--- src/rtl/i2c_mm_master.sv ---
module i2c_mm_master #(
  parameter int DIV_W = 8
) (
  input  logic             clk,
  input  logic             rst_n,
  input  logic             en,
  input  logic             irq_en,
  input  logic             clr_flags,
  input  logic [DIV_W-1:0] half_div,
  input  logic             cmd_valid,
  input  logic [2:0]       cmd_op,
  input  logic             ack_val,
  input  logic             wr_buf,
  input  logic [7:0]       wr_data,
  input  logic             scl_i,
  input  logic             sda_i,
  output logic             scl_oe,
  output logic             sda_oe,
  output logic             busy,
  output logic             done,
  output logic             irq,
  output logic [7:0]       rx_data,
  output logic             ack_rcvd,
  output logic             start_seen,
  output logic             stop_seen,
  output logic             bus_free,
  output logic             wcol,
  output logic             bcol
);
  typedef enum logic [2:0] {IDLE, GEN_S, GEN_RS, GEN_P, XFER} st_t;
  typedef enum logic [1:0] {M_TX, M_RX, M_ACK} mode_t;

  st_t              st;
  mode_t            mode;
  logic [1:0]       ph;
  logic [3:0]       bitn;
  logic [8:0]       sh;
  logic [DIV_W-1:0] cnt;
  logic [1:0]       scl_q, sda_q;
  logic             scl_d, sda_d;

  wire scl_s = scl_q[1];
  wire sda_s = sda_q[1];
  wire start_det = scl_s & scl_d & sda_d & ~sda_s;
  wire stop_det  = scl_s & scl_d & ~sda_d & sda_s;

  wire hi_ph = (st == GEN_S && ph <= 2'd1) || (st == GEN_RS && (ph == 2'd1 || ph == 2'd2)) ||
               (st == GEN_P && ph >= 2'd1) || (st == XFER && ph == 2'd1);
  wire run  = ~hi_ph | scl_s;
  wire tick = (st != IDLE) && run && (cnt == half_div);
  wire [3:0] last_bit = (mode == M_TX) ? 4'd8 : (mode == M_RX) ? 4'd7 : 4'd0;
  wire chk_bit = (mode == M_TX && bitn < 4'd8) || mode == M_ACK;

  wire lose = (st == GEN_S && ph == 2'd0 && tick && !sda_s) ||
              (st == GEN_RS && ph == 2'd1 && tick && !sda_s) ||
              (st == XFER && ph == 2'd1 && scl_s && !sda_oe && !sda_s && chk_bit);
  wire fin  = tick && ((st == GEN_S && ph == 2'd2) || (st == GEN_RS && ph == 2'd3) ||
                       (st == GEN_P && ph == 2'd2) || (st == XFER && ph == 2'd1 && bitn == last_bit));

  wire idle    = (st == IDLE);
  wire cmd_go  = cmd_valid & ~wr_buf & idle;
  wire wr_go   = wr_buf & ~cmd_valid & idle;
  wire collide = (cmd_valid | wr_buf) & (~idle | (cmd_valid & wr_buf));

  assign busy     = ~idle;
  assign bus_free = stop_seen | ~start_seen;

  always_ff @(posedge clk or negedge rst_n) begin
    if (!rst_n) begin
      scl_q <= 2'b11; sda_q <= 2'b11; scl_d <= 1'b1; sda_d <= 1'b1;
    end else begin
      scl_q <= {scl_q[0], scl_i}; sda_q <= {sda_q[0], sda_i};
      scl_d <= scl_s; sda_d <= sda_s;
    end
  end

  always_ff @(posedge clk or negedge rst_n) begin
    if (!rst_n) begin
      st <= IDLE; mode <= M_TX; ph <= 2'd0; bitn <= 4'd0; sh <= '1; cnt <= '0;
      scl_oe <= 1'b0; sda_oe <= 1'b0; done <= 1'b0; irq <= 1'b0;
      rx_data <= 8'h00; ack_rcvd <= 1'b1;
      start_seen <= 1'b0; stop_seen <= 1'b0; wcol <= 1'b0; bcol <= 1'b0;
    end else if (!en) begin
      st <= IDLE; ph <= 2'd0; cnt <= '0; scl_oe <= 1'b0; sda_oe <= 1'b0; done <= 1'b0;
      irq <= 1'b0; start_seen <= 1'b0; stop_seen <= 1'b0; wcol <= 1'b0; bcol <= 1'b0;
    end else begin
      done <= 1'b0;
      if (clr_flags) begin wcol <= 1'b0; bcol <= 1'b0; irq <= 1'b0; end
      if (start_det) begin start_seen <= 1'b1; stop_seen <= 1'b0; end
      if (stop_det) begin
        stop_seen <= 1'b1; start_seen <= 1'b0;
        if (irq_en && start_seen) irq <= 1'b1;
      end
      if (collide) wcol <= 1'b1;

      if (idle || tick) cnt <= '0;
      else if (run)     cnt <= cnt + 1'b1;

      if (lose) begin
        st <= IDLE; scl_oe <= 1'b0; sda_oe <= 1'b0; bcol <= 1'b1;
        if (irq_en) irq <= 1'b1;
      end else if (fin) begin
        st <= IDLE; done <= 1'b1;
        if (irq_en) irq <= 1'b1;
        if (st == GEN_P) sda_oe <= 1'b0;
        else scl_oe <= 1'b1;
        if (st == XFER && mode == M_TX) ack_rcvd <= sda_s;
        if (st == XFER && mode == M_RX) rx_data <= {sh[6:0], sda_s};
      end else begin
        case (st)
          IDLE: begin
            ph <= 2'd0; bitn <= 4'd0;
            if (wr_go) begin st <= XFER; mode <= M_TX; sh <= {wr_data, 1'b1}; end
            else if (cmd_go) begin
              case (cmd_op)
                3'd0: begin st <= GEN_S;  sda_oe <= 1'b0; scl_oe <= 1'b0; end
                3'd1: begin st <= GEN_RS; sda_oe <= 1'b0; scl_oe <= 1'b1; end
                3'd2: begin st <= GEN_P;  sda_oe <= 1'b1; scl_oe <= 1'b1; end
                3'd3: begin st <= XFER; mode <= M_RX;  sh <= '1; end
                3'd4: begin st <= XFER; mode <= M_ACK; sh <= {ack_val, 8'hFF}; end
                default: ;
              endcase
            end
          end
          GEN_S: if (tick) begin
            if (ph == 2'd0) sda_oe <= 1'b1;
            else scl_oe <= 1'b1;
            ph <= ph + 2'd1;
          end
          GEN_RS: if (tick) begin
            if (ph == 2'd0) scl_oe <= 1'b0;
            else if (ph == 2'd1) sda_oe <= 1'b1;
            else scl_oe <= 1'b1;
            ph <= ph + 2'd1;
          end
          GEN_P: if (tick) begin
            if (ph == 2'd0) scl_oe <= 1'b0;
            else sda_oe <= 1'b0;
            ph <= ph + 2'd1;
          end
          XFER: begin
            if (ph == 2'd0 && cnt == DIV_W'(1)) sda_oe <= ~sh[8];
            if (tick && ph == 2'd0) begin scl_oe <= 1'b0; ph <= 2'd1; end
            else if (tick) begin
              sh <= {sh[7:0], sda_s}; bitn <= bitn + 4'd1; scl_oe <= 1'b1; ph <= 2'd0;
            end
          end
          default: st <= IDLE;
        endcase
      end
    end
  end

  assert_one_flag_R3: assert property (@(posedge clk) disable iff (!rst_n)
    !(start_seen && stop_seen));
  assert_off_clears_R4: assert property (@(posedge clk) disable iff (!rst_n)
    !en |=> (!start_seen && !stop_seen && !scl_oe && !sda_oe));
  assert_wcol_on_busy_R2: assert property (@(posedge clk) disable iff (!rst_n || !en)
    (busy && (cmd_valid || wr_buf)) |=> wcol);
  assert_loss_release_R7: assert property (@(posedge clk) disable iff (!rst_n)
    $rose(bcol) |-> (!sda_oe && !scl_oe && !busy && !done));
  assert_sda_hold_R8: assert property (@(posedge clk) disable iff (!rst_n)
    (st == XFER && !scl_oe && !$past(scl_oe)) |-> $stable(sda_oe));
  assert_done_ends_busy_R1: assert property (@(posedge clk) disable iff (!rst_n)
    done |-> (!busy && $past(busy)));
endmodule

--- config.mk ---
export PLATFORM = sky130hd
export DESIGN_NAME = i2c_mm_master
export DESIGN_NICKNAME = d
export VERILOG_FILES = /design/src/rtl/i2c_mm_master.sv
export SDC_FILE = /design/constraint.sdc
export NUM_CORES = 1
export LEC_CHECK = 0
export BUFFER_PORTS_ARGS = -buffer_cell sky130_fd_sc_hd__buf_2
export CELL_PAD_IN_SITES_DETAIL_PLACEMENT = 1
export CELL_PAD_IN_SITES_GLOBAL_PLACEMENT = 1
export CORE_MARGIN = 2
export CORE_UTILIZATION = 30
export CTS_CLUSTER_DIAMETER = 40
export DETAILED_ROUTE_END_ITERATION = 12
export PLACE_DENSITY_LB_ADDON = 0.1
export SETUP_SLACK_MARGIN = 0.3
export SLEW_MARGIN = 20
export SYNTH_ARGS = -nofsm -noshare
export SYNTH_HDL_FRONTEND = slang
export SYNTH_SLANG_ARGS = --single-unit
--- constraint.sdc ---
create_clock -name clk -period 3 [get_ports clk]
set_input_delay 0.6 -clock clk [delete_from_list [all_inputs] [get_ports clk]]
set_output_delay 0.6 -clock clk [all_outputs]
set_load 0.02 [all_outputs]
==> flow_metrics.py, run 1 <==
metrics = {
    "min_path": {
        "hold_class": "primary input to asynchronous set/reset pin",
    },
    "finish": {
        "fill_cells": 1189,
        "ff_latch_area_sq_um": 1300,
        "multiInputGateArea_sq_um": 1660,
        "syn2layout_area_growth_pct": 20.5,
        "final_util_pct": 37.3,
        "nets": 420,
        "final_design_area_no_fill_sq_um": 3660,
        "diodes": 0,
        "drive_above_1_share_pct": 30.3,
    },
    "power_and_ir_drop": {
        "p_int_uw": 1430,
        "p_sw_uw": 862,
        "leakage_uw": 0.00162,
        "power_frac_clock_pct": 22.0,
        "p_sw_share_pct": 37.5,
        "p_comb_share_pct": 35.3,
        "ir_drop_mv": 0.240,
        "seqPwrFrac_pct": 42.6,
        "p_total_uw": 2300,
        "power_density_nw_per_um2": 626,
    },
    "route": {
        "drc": 0,
        "post_drt_wl_per_cell_um": 17.1,
        "first_iter_violations": 82,
        "num_vias": 2694,
        "wl_mm": 8.82,
        "viasPerCell": 5.22,
        "drt_pass1_iterations": 5,
        "ant_nets": 0,
    },
    "critical_path": {
        "end_kind": "flop",
        "path_class": "flop to flop",
        "reg2reg_to": "sda_oe$_DFFE_PN0P_",
        "path_max_fanout": 6,
        "r2r-start": "ph[1]$_DFFE_PN0P_",
        "cp.required_ps": 3200,
        "cp.arrival_ps": 2770,
        "r2r_cells": 10,
        "regToRegSetupSlack_ps": 430,
        "cp-start-kind": "flop",
    },
    "synthesis": {
        "yosysMostFrequentCell": "dfrtp_1",
        "synthesis.area_sq_um": 3040,
        "synth_ff_type": "dfrtp_1",
        "synthTopCellsByCount": "dfrtp_1, nor2_1, o21ai_0",
        "synth-seq-area-share_pct": 42.6,
        "ys_types": 59,
        "synth_edf_count": 0,
        "ys_seq_elements": 51,
        "synth_area_leaders": "dfrtp_1, dfstp_2, mux2_2, o21ai_0, xor2_1",
        "avgSynthCellArea_sq_um": 9.36,
        "syn_nets": 363,
        "synth_top_area_cell": "dfrtp_1",
        "syn_inst": 325,
        "async_flop_share_pct": 100,
        "synth_top_area_share_pct": 28.8,
        "synth_warnings": 0,
    },
    "placement": {
        "place.gp.congestion": 0.895,
        "place_area_sq_um": 3500,
        "hpwl_mm": 6.67,
        "port_buffers": 47,
    },
    "die": {
        "fp.dieW_um": 105,
        "core_sq_um": 9820,
        "ios": 48,
        "design.die.area_sq_um": 11000,
        "row_count": 36,
        "start_util_pct": 31.0,
        "die_y_um": 105,
    },
    "sta": {
        "period_share_pct": 85.7,
        "drv_slew": 0,
        "fin_skew_ps": 8.99,
        "fin_crit_ps": 2570,
        "hold_viol_final": 0,
        "grt_setup_unrepaired": "false",
        "timing.fmax_mhz": 389,
        "fin_setup_tns_ps": 0,
        "setup_viol": 0,
        "max_slew_margin_pct": 57.3,
        "tightest_slew_ps": 639,
    },
    "cts": {
        "cts_max_level": 2,
        "cts_tree": "yes",
        "cts_sinks": 51,
        "cts_buffers": 5,
        "clockBufferDepth": 2,
        "clk_latency_ps": 310,
        "clockRootBuffer": "clkbuf_8",
        "clk_pin_slew_worst_paths_ps": 100,
    },
    "global_routing": {
        "grt_overflow_total": 0,
        "grt_pass1_vias": 2813,
        "grt_pass1_wl_mm": 14.6,
        "antenna_found_initial": 0,
        "grt_max_degree": 28,
        "track_usage_pct": 16.5,
    },
    "status": {
        "status": "finished clean",
    },
    "run": {
        "drv_cap": 0,
    },
}
state kept, by name (all words and copies together), names as in the netlist:
| name | count |
|---|---|
| sda_q | 2 |
| ph | 2 |
| scl_oe | 1 |
| rx_data | 8 |
| st | 3 |
| ack_rcvd | 1 |
| sda_d | 1 |
| cnt | 8 |
| bcol | 1 |
| irq | 1 |
| scl_q | 2 |
| stop_seen | 1 |
| wcol | 1 |
| scl_d | 1 |
| start_seen | 1 |
| bitn | 4 |
| mode | 2 |
| sh | 9 |
| sda_oe | 1 |
| done | 1 |
power by group through the flow:
| stage | sequential (uW) | combinational, uW | clock (uW) |
|---|---|---|---|
| 2_1_floorplan | 954 | 541 | 0 |
| 3_3_place_gp | 993 | 792 | 0 |
| 3_5_place_dp | 993 | 799 | 0 |
| 4_1_cts | 979 | 810 | 526 |
| 5_1_grt | 1010 | 903 | 549 |
| 6_report | 979 | 811 | 505 |
cell usage in the layout (no fill, tap or decap), drive strengths merged, types with 5 or more instances in the layout:
| cell | Yosys | final |
|---|---|---|
| ha | 9 | 9 |
| a21oi | 16 | 16 |
| o31ai | 9 | 9 |
| clkbuf | 7 | 6 |
| dfrtp | 35 | 35 |
| nand2b | 9 | 9 |
| inv | 17 | 18 |
| nand2 | 21 | 21 |
| nand3b | 5 | 5 |
| nor2 | 31 | 31 |
| dfstp | 16 | 16 |
| o21ai | 24 | 24 |
| buf | 7 | 64 |
| o22ai | 9 | 9 |
| mux2 | 13 | 13 |
| or3 | 7 | 7 |
| nand3 | 11 | 11 |
| nor3 | 5 | 5 |
| xor2 | 13 | 13 |
routing by layer:
metal / track usage [%] / vias up / wire, um
met5: 0 / - / 0
met4: 3.33 / 0 / 59
met3: 2.56 / 5 / 340
met2: 27.2 / 67 / 4210
met1: 22.8 / 1341 / 4210
li1: - / 1281 / -
cell type report:
cell class | count | area share (%)
clock buffers | 6 | 1.98
clock inverters | 2 | 1.06
inverters | 17 | 1.74
multi-input cells | 243 | 45.3
flip-flops and latches | 51 | 35.4
well taps | 133 | 4.54
repair buffers | 64 | 9.90
how the worst max path moves through the flow:
stage                            startpoint  depth (start not counted)                endpoint
final                     ph[1]$_DFFE_PN0P_                         10      sda_oe$_DFFE_PN0P_
after floorplan                 half_div[1]                          6  rx_data[0]$_DFFE_PN0P_
after global routing      ph[1]$_DFFE_PN0P_                          8       st[1]$_DFFE_PN0P_
after global placement          half_div[6]                          8  rx_data[3]$_DFFE_PN0P_
after CTS                 ph[0]$_DFFE_PN0P_                         10       sh[2]$_DFFE_PN1P_
after detailed placement        half_div[1]                          8  rx_data[0]$_DFFE_PN0P_
critical path: stages, from the launching register on:
cell,delay [ps]
dfrtp_1,420
inv_1,140
ha_2,280
nand3b_1,100
a211o_1,360
buf_4,170
o311ai_0,370
buf_4,200
a21o_1,120
o211ai_1,100
a32o_1,210
kinds of logic (layout without fill, tap and decap cells):
kind of cell	Yosys count	count (layout)	synth area share, %
AOI/OAI and AO/OA	91	91	19.8
DFF	51	51	42.6
buffers and inverters	31	89	4.07
xor gates and xnor gates	14	14	4.03
muxes	17	17	6.13
and+or+nand+nor	111	111	19.3
adders and majority gates	10	10	4.03
repair_timing:
action                                 CTS  global route
endpoints found under the hold margin    0             0
setup buffers                            0             1
resized for setup                        1             8
hold buffers                             0             0
pin swaps                                0             2
setup endpoints to repair                3            23
stage by stage:
stage | hold slack [ps] | worst slack, ps | cells
after global routing | 310 | 328 | 516
after floorplan | 304 | 568 | 325
after CTS | 290 | 324 | 515
final | 281 | 429 | 516
after global placement | 346 | 241 | 507
after detailed placement | 347 | 145 | 507
Note: power is estimated with default switching activity, not from simulation.
==> inputs of run 2 (changes only) <==
Settings changed: BUFFER_PORTS_ARGS -buffer_cell sky130_fd_sc_hd__buf_2 to unset, DONT_BUFFER_PORTS set to 1.
==> run 2 against run 1 <==
Effect of this change: via count decreased by 6.6%; clock skew increased by 0.74 ps; worst setup slack got worse by 12 ps; fmax decreased by 0.46%; non-clock buffer count decreased by 47.
==> flow_metrics.py, run 2 (synthesis results as in run 1) <==
metrics = {
    "status": {
        "status": "finished clean",
    },
    "sta": {
        "fin_crit_ps": 2580,
        "hold_viol_final": 0,
        "timing.fmax_mhz": 387,
        "grt_setup_unrepaired": "true",
        "setup_viol": 0,
        "fin_skew_ps": 9.73,
        "fin_setup_tns_ps": 0,
        "drv_slew": 0,
        "period_share_pct": 86.1,
        "setup_slack_ps": 417,
        "max_slew_margin_pct": 58.1,
        "tightest_slew_ps": 627,
    },
    "critical_path": {
        "cpLargestDelayFamily": "simple AND/OR/NAND/NOR gates",
        "critical-path-slowest-cell": "dfrtp_1",
        "cp-start-kind": "flop",
        "r2r_cells": 10,
        "cp.arrival_ps": 2820,
        "crit_buf_inv": 2,
        "cp-startpoint": "ph[0]$_DFFE_PN0P_",
        "cp.required_ps": 3230,
        "path_max_fanout": 7,
        "end_kind": "flop",
        "regToRegSetupSlack_ps": 420,
        "critical_path.cell_chain": "inv_1, ha_1, nor2_2, a2111oi_4, a21oi_2, buf_6, nand4_1, or2_1, or3_1, a21oi_1",
        "path_class": "flop to flop",
        "slowest_delay_ps": 430,
        "reg2reg_to": "cnt[7]$_DFFE_PN0P_",
        "r2r-start": "ph[0]$_DFFE_PN0P_",
    },
    "min_path": {
        "hold_class": "primary input to asynchronous set/reset pin",
    },
    "placement": {
        "place.gp.congestion": 0.900,
        "hpwl_mm": 6.35,
        "pre_cts_ws_ps": 247,
        "port_buffers": 0,
    },
    "finish": {
        "nets": 373,
        "regMostFlops": "sh",
        "diodes": 0,
        "ff_latch_area_sq_um": 1300,
        "multiInputGateArea_sq_um": 1680,
        "drive_above_1_share_pct": 21.4,
        "fill_cells": 1164,
        "final_common_cell": "dfrtp_1",
        "mostFrequentLayoutCells": "dfrtp_1, nor2_1, o21ai_0, nand2_1, inv_1",
        "reg_top3": "sh: 9 flops, cnt: 8 flops, rx_data: 8 flops",
        "largest_reg_flops": 9,
        "syn2layout_area_growth_pct": 13.2,
    },
    "power_and_ir_drop": {
        "ir_drop_mv": 0.249,
        "leakage_uw": 0.00141,
        "power_density_nw_per_um2": 639,
    },
    "die": {
        "design.die.area_sq_um": 11000,
        "row_count": 36,
        "ios": 48,
        "die_y_um": 105,
        "fp.dieW_um": 105,
        "core_sq_um": 9820,
        "start_util_pct": 31.0,
    },
    "route": {
        "drt_pass1_iterations": 4,
        "wl_mm": 8.84,
        "drc": 0,
        "first_iter_violations": 60,
        "num_vias": 2517,
        "ant_nets": 0,
        "post_drt_wl_per_cell_um": 18.8,
        "viasPerCell": 5.37,
    },
    "cts": {
        "cts_max_level": 2,
        "clockRootBuffer": "clkbuf_8",
        "clk_pin_slew_worst_paths_ps": 110,
        "clockBufferDepth": 2,
        "cts_sinks": 51,
        "cts_buffers": 5,
        "cts_tree": "yes",
        "clk_latency_ps": 310,
    },
    "global_routing": {
        "track_usage_pct": 16.7,
        "grt_pass1_vias": 2669,
        "grt_overflow_total": 0,
        "grt_max_degree": 36,
        "antenna_found_initial": 0,
        "grt_pass1_wl_mm": 14.5,
    },
    "run": {
        "drv_cap": 0,
    },
}
[run 2: worst max-delay path by stage]
stage,slack [ps],depth (start not counted),end
after global routing,260,10,cnt[7]$_DFFE_PN0P_
after floorplan,570,6,rx_data[0]$_DFFE_PN0P_
after global placement,270,7,rx_data[7]$_DFFE_PN0P_
after detailed placement,250,7,rx_data[2]$_DFFE_PN0P_
after CTS,290,10,sh[3]$_DFFE_PN1P_
final,420,10,cnt[7]$_DFFE_PN0P_
[run 2: worst register-to-register path, cell delays in order (launching register included)]
cell and delay, ps:
dfrtp_1 430, inv_1 110, ha_1 330, nor2_2 160, a2111oi_4 70, a21oi_2 300
buf_6 180, nand4_1 130, or2_1 300, or3_1 350, a21oi_1 140
[run 2: report_power, final]
group | total (uW) | switching (uW) | internal, uW
clock network | 437 | 267 | 169
logic | 762 | 451 | 311
registers | 1000 | 150 | 852
[run 2: area by class of cell]
| cell class | instances | area share [%] |
|---|---|---|
| inverters | 17 | 1.85 |
| well taps | 133 | 4.83 |
| multi-input cells | 243 | 48.8 |
| clock inverters | 3 | 0.690 |
| clock buffers | 5 | 2.00 |
| flip-flops and latches | 51 | 37.7 |
| repair buffers | 17 | 4.18 |
[run 2: layer usage]
layer / vias to the layer above / global-route usage [%] / part of all wire (%)
li1: 1190 / - / -
met1: 1263 / 22.7 / 48
met2: 50 / 26.8 / 46
met3: 14 / 3.43 / 4.2
met4: 0 / 5.14 / 2.0
met5: - / 0 / 0
[run 2: per-stage QoR]
step	util (%)	hold WS, ps	cells	power (uW)	cell area, sq um
final	35.1	114	469	2200	3440
after global routing	35.1	88.5	469	2370	3440
after CTS	34.2	103	466	2200	3360
after detailed placement	33.1	307	457	1730	3250
after global placement	33.1	306	457	1730	3250
after floorplan	-	304	325	1500	3040
[run 2: repair_timing]
action,CTS,global route
gates resized for setup,0,12
pin swaps,0,2
setup buffers,0,3
hold buffers,1,0
endpoints found under the hold margin,35,0
setup endpoints to repair,1,26
==> inputs of run 3 (changes only) <==
Settings changed: RECOVER_POWER set to 25.
==> run 3 against run 2 <==
Effect of this change: the run now ends with max-capacitance violations, max-slew violations left; combinational power hardly changed; power is essentially flat; critical endpoint unchanged; critical path depth did not move; fmax is essentially flat; highest routed layer unchanged; clock skew fell by 0.70 ps; final area down 0.47%.
==> flow_metrics.py, run 3 (synthesis results as in run 1) <==
metrics = {
    "sta": {
        "drv_slew": 36,
        "fin_setup_tns_ps": 0,
        "fin_crit_ps": 2590,
        "setup_slack_ps": 415,
        "hold_viol_final": 0,
        "max_slew_margin_pct": -37.9,
        "setup_viol": 0,
        "tightest_slew_ps": 2070,
        "fin_skew_ps": 9.02,
        "grt_setup_unrepaired": "true",
        "period_share_pct": 86.2,
        "timing.fmax_mhz": 387,
    },
    "critical_path": {
        "cp-startpoint": "ph[0]$_DFFE_PN0P_",
        "end_kind": "flop",
        "cp-start-kind": "flop",
        "cp.required_ps": 3230,
        "path_class": "flop to flop",
        "r2r-start": "ph[0]$_DFFE_PN0P_",
        "path_max_fanout": 7,
        "r2r_cells": 10,
        "cp.arrival_ps": 2820,
    },
    "global_routing": {
        "grt_pass1_vias": 2669,
        "grt_max_degree": 36,
        "grt_pass1_wl_mm": 14.5,
        "grt_overflow_total": 0,
        "antenna_found_initial": 0,
        "track_usage_pct": 16.7,
    },
    "finish": {
        "nets": 373,
        "drive_above_1_share_pct": 21.1,
        "final_common_cell": "dfrtp_1",
        "syn2layout_area_growth_pct": 12.7,
        "fill_cells": 1167,
        "reg_top3": "sh: 9 flops, cnt: 8 flops, rx_data: 8 flops",
        "multiInputGateArea_sq_um": 1680,
        "largest_reg_flops": 9,
        "diodes": 0,
        "regMostFlops": "sh",
        "mostFrequentLayoutCells": "dfrtp_1, nor2_1, o21ai_0, nand2_1, inv_1",
        "final_util_pct": 34.9,
        "ff_latch_area_sq_um": 1300,
    },
    "route": {
        "wl_mm": 8.84,
        "first_iter_violations": 60,
        "num_vias": 2514,
        "ant_nets": 0,
        "drt_pass1_iterations": 4,
        "post_drt_wl_per_cell_um": 18.8,
        "viasPerCell": 5.36,
        "drc": 0,
    },
    "die": {
        "core_sq_um": 9820,
        "fp.dieW_um": 105,
        "design.die.area_sq_um": 11000,
        "start_util_pct": 31.0,
        "ios": 48,
        "row_count": 36,
        "die_y_um": 105,
    },
    "cts": {
        "cts_max_level": 2,
        "clk_latency_ps": 310,
        "clk_pin_slew_worst_paths_ps": 110,
        "cts_tree": "yes",
        "cts_sinks": 51,
        "cts_buffers": 5,
        "clockRootBuffer": "clkbuf_8",
        "clockBufferDepth": 2,
    },
    "run": {
        "drv_cap": 1,
    },
    "power_and_ir_drop": {
        "leakage_uw": 0.00140,
        "power_density_nw_per_um2": 642,
        "ir_drop_mv": 0.249,
    },
    "status": {
        "violations": "max-capacitance violations, max-slew violations",
        "status": "complete, but fails checks",
    },
    "min_path": {
        "hold_class": "primary input to asynchronous set/reset pin",
    },
    "placement": {
        "pre_cts_ws_ps": 247,
        "hpwl_mm": 6.35,
        "place.gp.congestion": 0.900,
        "port_buffers": 0,
    },
}
## run 3: cell count changes in the layout (fill, tap and decap cells not counted)
cell,previous run,this run
buf_12,1,0
clkbuf_1,0,1
## run 3: cell type report
class / count / area share [%]
clock buffers: 5 / 2.01
clock inverters: 3 / 0.693
inverters: 17 / 1.86
multi-input cells: 243 / 49.0
flip-flops and latches: 51 / 37.8
well taps: 133 / 4.85
repair buffers: 17 / 3.72
## run 3: path summary, 6_finish.rpt
check | slack, ps | to
min | 120 | sda_d$_DFF_PN1_
max in group asynchronous | 810 | st[0]$_DFFE_PN0P_
max reg2reg | 410 | cnt[7]$_DFFE_PN0P_
min reg2reg | 360 | sda_q[1]$_DFF_PN1_
min in group clk | 270 | scl_q[0]$_DFF_PN1_
max | 410 | cnt[7]$_DFFE_PN0P_
## run 3: per-stage QoR
| stage | instances | hold slack [ps] | cell area [sq um] | power (uW) |
|---|---|---|---|---|
| after floorplan | 325 | 304 | 3040 | 1500 |
| after global routing | 469 | 88.5 | 3430 | 2370 |
| after global placement | 457 | 306 | 3250 | 1730 |
| final | 469 | 117 | 3430 | 2200 |
| after detailed placement | 457 | 307 | 3250 | 1730 |
| after CTS | 466 | 103 | 3360 | 2200 |
## run 3: timing repair
item                                   4_1_cts  5_1_grt
setup endpoints to repair                    1       26
gates cloned                                 0        0
pin swaps                                    0        2
endpoints found under the hold margin       35        0
buffers inserted                             0        3
gates resized for setup                      0       12
hold buffers                                 1        0
## run 3: worst max-delay path, stage by stage (launching register included)
cell       delay, ps
dfrtp_1          430
inv_1            110
ha_1             330
nor2_2           160
a2111oi_4         70
a21oi_2          300
buf_6            180
nand4_1          130
or2_1            300
or3_1            350
a21oi_1          140
## run 3: per-layer routing
layer  wire (um)  vias to the layer above  GRT usage, %
met5           0                        -             0
met4         165                        0          5.14
met3         379                       11          3.43
met2        4080                       51          26.8
met1        4210                     1261          22.7
li1            -                     1191             -
## run 3: where the power goes
part           switching, uW  total (uW)  internal [uW]
combinational            452         760            308
clock                    268         437            169
sequential               150        1000            852
total                    870        2200           1330
